[src/rtl/can_arb_pkg.sv]
package can_arb_pkg;

    localparam int ID_BITS   = 11;
    localparam int FIELD_LEN = ID_BITS + 3;            // SOF + ID + RTR + IDE
    localparam int POS_W     = $clog2(FIELD_LEN);
    localparam int IDX_W     = 4;

    typedef enum logic [0:0] {
        ST_IDLE = 1'b0,
        ST_ARB  = 1'b1
    } arb_state_e;

    typedef struct packed {
        logic             won;
        logic             lost;
        logic             bit_err;
        logic [IDX_W-1:0] idx;
    } arb_event_t;

    // Field image, first-sent bit at the MSB: SOF(0), ID MSB first, RTR, IDE(0).
    function automatic logic [FIELD_LEN-1:0] build_field(
        input logic [ID_BITS-1:0] id,
        input logic               rtr
    );
        return {1'b0, id, rtr, 1'b0};
    endfunction

endpackage

[src/rtl/can_arb_serializer.sv]
module can_arb_serializer
    import can_arb_pkg::*;
#(
    parameter int LEN  = FIELD_LEN,
    parameter int PW   = POS_W
) (
    input  logic           clk,
    input  logic           rst,
    input  logic           load,
    input  logic           advance,
    input  logic [LEN-1:0] frame,
    output logic           cur_bit,
    output logic [PW-1:0]  pos
);

    logic [LEN-1:0] shreg;

    always_ff @(posedge clk) begin
        if (rst) begin
            shreg <= '1;
            pos   <= '0;
        end else if (load) begin
            shreg <= frame;
            pos   <= '0;
        end else if (advance) begin
            shreg <= {shreg[LEN-2:0], 1'b1};
            pos   <= pos + 1'b1;
        end
    end

    assign cur_bit = shreg[LEN-1];

endmodule

[src/rtl/can_arb_judge.sv]
module can_arb_judge
    import can_arb_pkg::*;
#(
    parameter int LEN = FIELD_LEN,
    parameter int PW  = POS_W
) (
    input  logic          active,
    input  logic          strobe,
    input  logic [PW-1:0] pos,
    input  logic          tx_bit,
    input  logic          rx_bit,
    output arb_event_t    ev,
    output logic          advance
);

    localparam logic [PW-1:0] LAST_POS = PW'(LEN - 1);

    always_comb begin
        ev      = '0;
        advance = 1'b0;
        if (active && strobe) begin
            if (pos == '0) begin
                advance = 1'b1;                 // SOF is not compared
            end else if (tx_bit && !rx_bit) begin
                ev.lost = 1'b1;
                ev.idx  = IDX_W'(pos - 1'b1);
            end else if (!tx_bit && rx_bit) begin
                ev.bit_err = 1'b1;
            end else if (pos == LAST_POS) begin
                ev.won = 1'b1;
            end else begin
                advance = 1'b1;
            end
        end
    end

endmodule

[src/rtl/can_arb_unit.sv]
module can_arb_unit
    import can_arb_pkg::*;
(
    input  logic               clk,
    input  logic               rst,
    input  logic               start_i,
    input  logic [ID_BITS-1:0] id_i,
    input  logic               rtr_i,
    input  logic               strobe_i,
    input  logic               rx_i,
    output logic               tx_o,
    output logic               won_o,
    output logic               lost_o,
    output logic [IDX_W-1:0]   lost_idx_o,
    output logic               bit_err_o
);

    arb_state_e           state;
    logic                 active;
    logic                 load;
    logic                 advance;
    logic                 cur_bit;
    logic [POS_W-1:0]     pos;
    arb_event_t           ev;

    assign active = (state == ST_ARB);
    assign load   = (state == ST_IDLE) && start_i;

    can_arb_serializer #(.LEN(FIELD_LEN), .PW(POS_W)) u_ser (
        .clk     (clk),
        .rst     (rst),
        .load    (load),
        .advance (advance),
        .frame   (build_field(id_i, rtr_i)),
        .cur_bit (cur_bit),
        .pos     (pos)
    );

    can_arb_judge #(.LEN(FIELD_LEN), .PW(POS_W)) u_judge (
        .active  (active),
        .strobe  (strobe_i),
        .pos     (pos),
        .tx_bit  (cur_bit),
        .rx_bit  (rx_i),
        .ev      (ev),
        .advance (advance)
    );

    always_ff @(posedge clk) begin
        if (rst) begin
            state      <= ST_IDLE;
            won_o      <= 1'b0;
            lost_o     <= 1'b0;
            bit_err_o  <= 1'b0;
            lost_idx_o <= '0;
        end else begin
            won_o     <= ev.won;
            lost_o    <= ev.lost;
            bit_err_o <= ev.bit_err;
            if (ev.lost) lost_idx_o <= ev.idx;
            case (state)
                ST_IDLE: if (start_i) state <= ST_ARB;
                ST_ARB:  if (ev.won || ev.lost || ev.bit_err) state <= ST_IDLE;
                default: state <= ST_IDLE;
            endcase
        end
    end

    assign tx_o = active ? cur_bit : 1'b1;

    AST_LOST_ON_RECESSIVE: assert property (@(posedge clk) disable iff (rst)
        lost_o |-> ($past(strobe_i) && $past(tx_o) && !$past(rx_i)));

    AST_RELEASE_AFTER_LOSS: assert property (@(posedge clk) disable iff (rst)
        lost_o |-> tx_o);

    AST_IDX_RANGE: assert property (@(posedge clk) disable iff (rst)
        lost_o |-> (lost_idx_o <= IDX_W'(ID_BITS)));

    AST_BITERR_ON_DOMINANT: assert property (@(posedge clk) disable iff (rst)
        bit_err_o |-> ($past(strobe_i) && !$past(tx_o) && $past(rx_i)));

    AST_ONE_OUTCOME: assert property (@(posedge clk) disable iff (rst)
        $onehot0({won_o, lost_o, bit_err_o}));

    AST_WON_SINGLE: assert property (@(posedge clk) disable iff (rst)
        won_o |=> !won_o);

    AST_TX_HOLDS: assert property (@(posedge clk) disable iff (rst)
        (active && !strobe_i) |=> $stable(tx_o));

    AST_IGNORE_BUSY_START: assert property (@(posedge clk) disable iff (rst)
        (active && start_i && !strobe_i) |=> (active && $stable(tx_o)));

endmodule

[config.mk]
export PLATFORM = sky130hd
export DESIGN_NAME = can_arb_unit
export DESIGN_NICKNAME = d
export VERILOG_FILES = /design/src/rtl/can_arb_pkg.sv /design/src/rtl/can_arb_serializer.sv /design/src/rtl/can_arb_judge.sv /design/src/rtl/can_arb_unit.sv
export SDC_FILE = /design/constraint.sdc
export NUM_CORES = 1
export LEC_CHECK = 0
export BUFFER_PORTS_ARGS = -buffer_cell sky130_fd_sc_hd__buf_2
export CAP_MARGIN = 15
export CELL_PAD_IN_SITES_DETAIL_PLACEMENT = 0
export CELL_PAD_IN_SITES_GLOBAL_PLACEMENT = 1
export CORE_ASPECT_RATIO = 0.5
export CORE_UTILIZATION = 39
export CTS_CLUSTER_DIAMETER = 60
export CTS_CLUSTER_SIZE = 20
export DETAILED_ROUTE_END_ITERATION = 10
export PLACE_DENSITY = 0.76
export SLEW_MARGIN = 20
export SYNTH_ARGS = -nofsm -noshare
export SYNTH_HDL_FRONTEND = slang
export SYNTH_SLANG_ARGS = --single-unit
export TNS_END_PERCENT = 20
[constraint.sdc]
create_clock -name clk -period 2.69 [get_ports clk]
set_clock_uncertainty 0.05 [all_clocks]
set_input_delay 0.269 -clock clk [delete_from_list [all_inputs] [get_ports clk]]
set_output_delay 0.269 -clock clk [all_outputs]
set_load 0.005 [all_outputs]
# Yosys cells after proc, flatten, opt, wreduce, memory -nomap -nowiden
# Cells that the tools add are included.
# totals
register_bits	26
# classes
muxes	20
addsub	2
n_eq_ne	1
bitwise	1
n_reduce_logical	11
# ops
op	n
2-to-1 mux 14 bit	2
2-to-1 mux 1 bit	14
2-to-1 mux 7 bit	2
adder 4 x 1 -> 4 bit (second input constant)	1
== test 4 bit (second input constant)	1
logical AND 1 bit	4
zero test 4 bit	1
2-to-1 mux 4 bit	1
subtractor 4 x 1 -> 4 bit (second input constant)	1
zero test 1 bit	2
logical OR 1 bit	2
one-hot mux 1 bit (2 select lines)	1
nonzero test 2 bit	1
OR reduction 2 bit	1
inverter 1 bit	1

# Logic depth before layout (Yosys ltp)
# depth
word_depth	10
depth_mapped	7
ltp_nobuf	6

# Hierarchy
# From an unflattened synthesis, not the netlist that was laid out.
# unflattened
hier_cells	127
area_unflattened_um2	1287.5
# modules_own_cells
module	n_inst	area_each_um2	cells_per_inst
can_arb_serializer	1	825.8	77
can_arb_unit	1	295.3	25
can_arb_judge	1	166.4	25

# Worst setup path before layout
# No wires, ideal clock.
# synth_path
path_type	register -> register
startpoint	register u_ser.pos[0]
endpoint	register u_ser.pos[3]
t_required_ns	2.560
n_path_buf	0
setup_ns	0.080
path_stages_with_launch	7
period_less_slack_ns	2.015
path_slack_ns	0.675
t_arrival_ns	1.885
path_cell_list	dfxtp_1 > inv_1 > ha_1 > or3b_4 > a211o_4 > or3_1 > a211oi_2
# synth_between
elab_chain_cells	6
word_cells_on_any_way	8
cone_classes	1 x add/sub; 1 x eq/ne; 5 x mux; 1 x reduce/logical
# synth_rtl
item	line_no	source
start: declaration	can_arb_serializer.sv:13	output logic [PW-1:0] pos
start signal: assignment	can_arb_serializer.sv:27	pos <= pos + 1'b1;
== test 4 bit	can_arb_judge.sv:29	end else if (pos == LAST_POS) begin
2-to-1 mux 1 bit	can_arb_judge.sv:29	
2-to-1 mux 1 bit	can_arb_judge.sv:27	end else if (!tx_bit && rx_bit) begin
2-to-1 mux 1 bit	can_arb_judge.sv:24	end else if (tx_bit && !rx_bit) begin
2-to-1 mux 1 bit	can_arb_judge.sv:22	if (pos == '0) begin
2-to-1 mux 1 bit	can_arb_judge.sv:21	if (active && strobe) begin
# Parallel ways exist; a longest one is shown, timed or not.
# A chain may end at the register's enable or synchronous reset.

# Worst setup path after layout
# Ends and elaborated chain as after synthesis.

==> metrics.cfg <==
[critical_path]
cpMaxStageDelayCell=a211o_4
r2r_start=u_ser.pos[0]
worst-r2r-cell-count=6
worstPathRequired_ps=2830
worstReg2RegEnd=u_ser.pos[3]
crit_type=register to register
crit_path_start_kind=register
path_buf_inv=1
ff2ff_setup_slack_ps=490
critPathTopFamily=simple AND/OR/NAND/NOR gates
cp-startpoint=u_ser.pos[0]
slowest_delay_ps=440
worstPathArrival_ps=2340
path_cells=inv_1 -> ha_1 -> or3b_4 -> a211o_4 -> or3_1 -> a211oi_2
cp-end-kind=register
crit_path_max_fanout=18

[yosys]
synthArstFlopShare=0
synth-edff-count=0
yosysUniqueCellTypes=30
ys_seq_area_frac=0.448
yosys_warnings=0
avgSynthCellArea_um2=8.55
syn_area_um2=1160
synthFlopType=dfxtp_1
yosysMostFrequentCell=nand3_1
ys_ff_latch=26
synthTopCellsByArea=dfxtp_1, nand3_1, a21oi_1
syn_inst=136
yosysTopAreaCell=dfxtp_1
synth_fp_nets=157
ys_top_cells_by_count=nand3_1, dfxtp_1, nand2_1, a21oi_1
yosysTopAreaCellShare=0.448

[timing]
rsz0062_at_grt=no
finalCritPeriodShare=0.819
fin_crit_ps=2200
report.final.slew_viol_count=0
slew_headroom=0.649
tightest_slew_ps=526
whs_ps=173
fin_setup_tns_ps=0
hold_violations=0
final-setup-viol-count=0
maxClockFrequency_mhz=454

[floorplanning]
rows=13
dieWidth_um=79.2
pin_count=25
dieArea_um2=3220
core_area_um2=2720
start_util=0.428
die_h_um=40.6

[run]
cap_violations=0

[cts]
cts_tree=built
ctsHoldBuffers=0
h-tree-depth=1
post_cts_resized=0
clockRootBuffer=clkbuf_8
cts_buffer_depth=2
clk_latency_ps=260
cts_buffers=3
cts_setup_buffers=0
clock_sinks=26
clk_pin_slew_ps=80

[routing]
drtAntennaViolNets=0
wl_met3_um=131
via_count=973
via_per_inst=5.02
routed_wl_mm=2.23
drc_errors=0
wl_met2_um=930
first_pass_iters=2
top_layer=met3
wl_per_cell_um=11.5
wl_met1_mm=1.17
drt_iter0_markers=36

[finish]
nNetsFinal=180
fill_cells=274
num_antenna_cells=0
regArea_um2=520
drive_above_1_share=0.217
finish.utilization=0.497
area_growth_pct=16.1
multiInputGateArea_um2=588
fin_area_um2=1350
final_cells=194

[placement]
placed_cell_area_um2=1310
dpl.hpwl_mm=1.53
numPortBuffers=24
routabilityCongestion=0.734
dp_cells=191

[global_routing]
grt_max_degree=27
overflow=0
grt_usage=0.156
antenna_found_initial=0
grt_pass1_wl_mm=3.67
grt_pass1_vias=801

[worst_hold_path]
whs_path_depth=3
hold_end=u_ser.shreg[6]
hp-class=primary input to register
min_from=id_i[4]

[power_and_ir_drop]
pwr-share-comb=0.138
netSwitchingPower_uw=187
p_leak_uw=0.000548
power.density_nw_per_um2=549
swShare=0.253
clkPwrFrac=0.289
p_int_uw=554
seqPwrFrac=0.573
ir_drop_v=0.000238

[run_status]
status=finished, final reports clean

-- registers in the layout, indices dropped and copies added (netlist names) --
register	count
active	1
bit_err_o	1
lost_idx_o	4
lost_o	1
u_ser.pos	4
u_ser.shreg	14
won_o	1
-- through the flow --
stage | worst slack [ps] | total power, uW
2_1_floorplan | 675 | 505
3_3_place_gp | 553 | 535
3_5_place_dp | 507 | 536
4_1_cts | 490 | 749
5_1_grt | 395 | 782
6_report | 488 | 741
-- worst reg2reg max path, delay by kind of cell (launching register included) --
kind / cells / cell delay (ps)
adders and majority gates: 1 / 140
DFF: 1 / 390
AOI/OAI and AO/OA: 2 / 650
and+or+nand+nor: 2 / 780
buffers and inverters: 1 / 110
-- metal layers --
metal,track usage,vias to the layer above
li1,-,521
met1,0.198,431
met3,0.0568,0
met2,0.263,21
met4,0.0273,0
met5,0,-
-- layout by cell type, fill, tap and decap left out --
cell type / instances
a211o_1: 1
a211o_4: 1
a211oi_1: 5
a211oi_2: 2
a21oi_1: 13
a31oi_1: 1
and3_1: 2
buf_2: 24
buf_4: 3
clkbuf_8: 3
dfxtp_1: 26
ha_1: 4
inv_1: 3
mux2i_1: 1
nand2_1: 14
nand2b_1: 3
nand3_1: 27
nand4_1: 1
nor2_1: 5
nor2b_1: 1
nor3_1: 4
nor3b_1: 1
nor4_1: 1
nor4b_1: 1
o21ai_1: 2
or3_1: 3
or3b_4: 1
xnor2_1: 3
xor2_1: 1
-- how the worst max path moves through the flow --
stage	end	slack, ps	cells after the start
after CTS	u_ser.pos[3]	490	6
after detailed placement	u_ser.pos[3]	510	6
final	u_ser.pos[3]	490	6
after floorplan	u_ser.pos[3]	680	6
after global routing	u_ser.pos[2]	400	6
after global placement	u_ser.pos[3]	550	6
-- layout make-up --
class                   count  area share
clock buffers               3      0.0306
inverters                   3     0.00834
multi-input cells          98       0.436
flip-flops and latches     26       0.386
well taps                  37      0.0343
repair buffers             27       0.106
-- power groups by stage --
stage	logic, uW	clock network (uW)	registers, uW
floorplan	75.5	0	429
global placement	102	0	433
detailed placement	103	0	433
CTS	104	221	424
finish	102	214	424
global route	117	237	427
-- kinds of logic (layout without fill, tap and decap cells) --
group	Yosys count	count (layout)	share of synthesized area
XOR/XNOR	4	4	0.0301
adder cells (fa/ha/maj)	4	4	0.0431
buffers and inverters	12	33	0.0463
flip-flops	26	26	0.448
multiplexers	1	1	0.00861
AND/OR/NAND/NOR	64	64	0.278
AO/OA/AOI/OAI	25	25	0.146
Power figures use the tool's default switching activity.
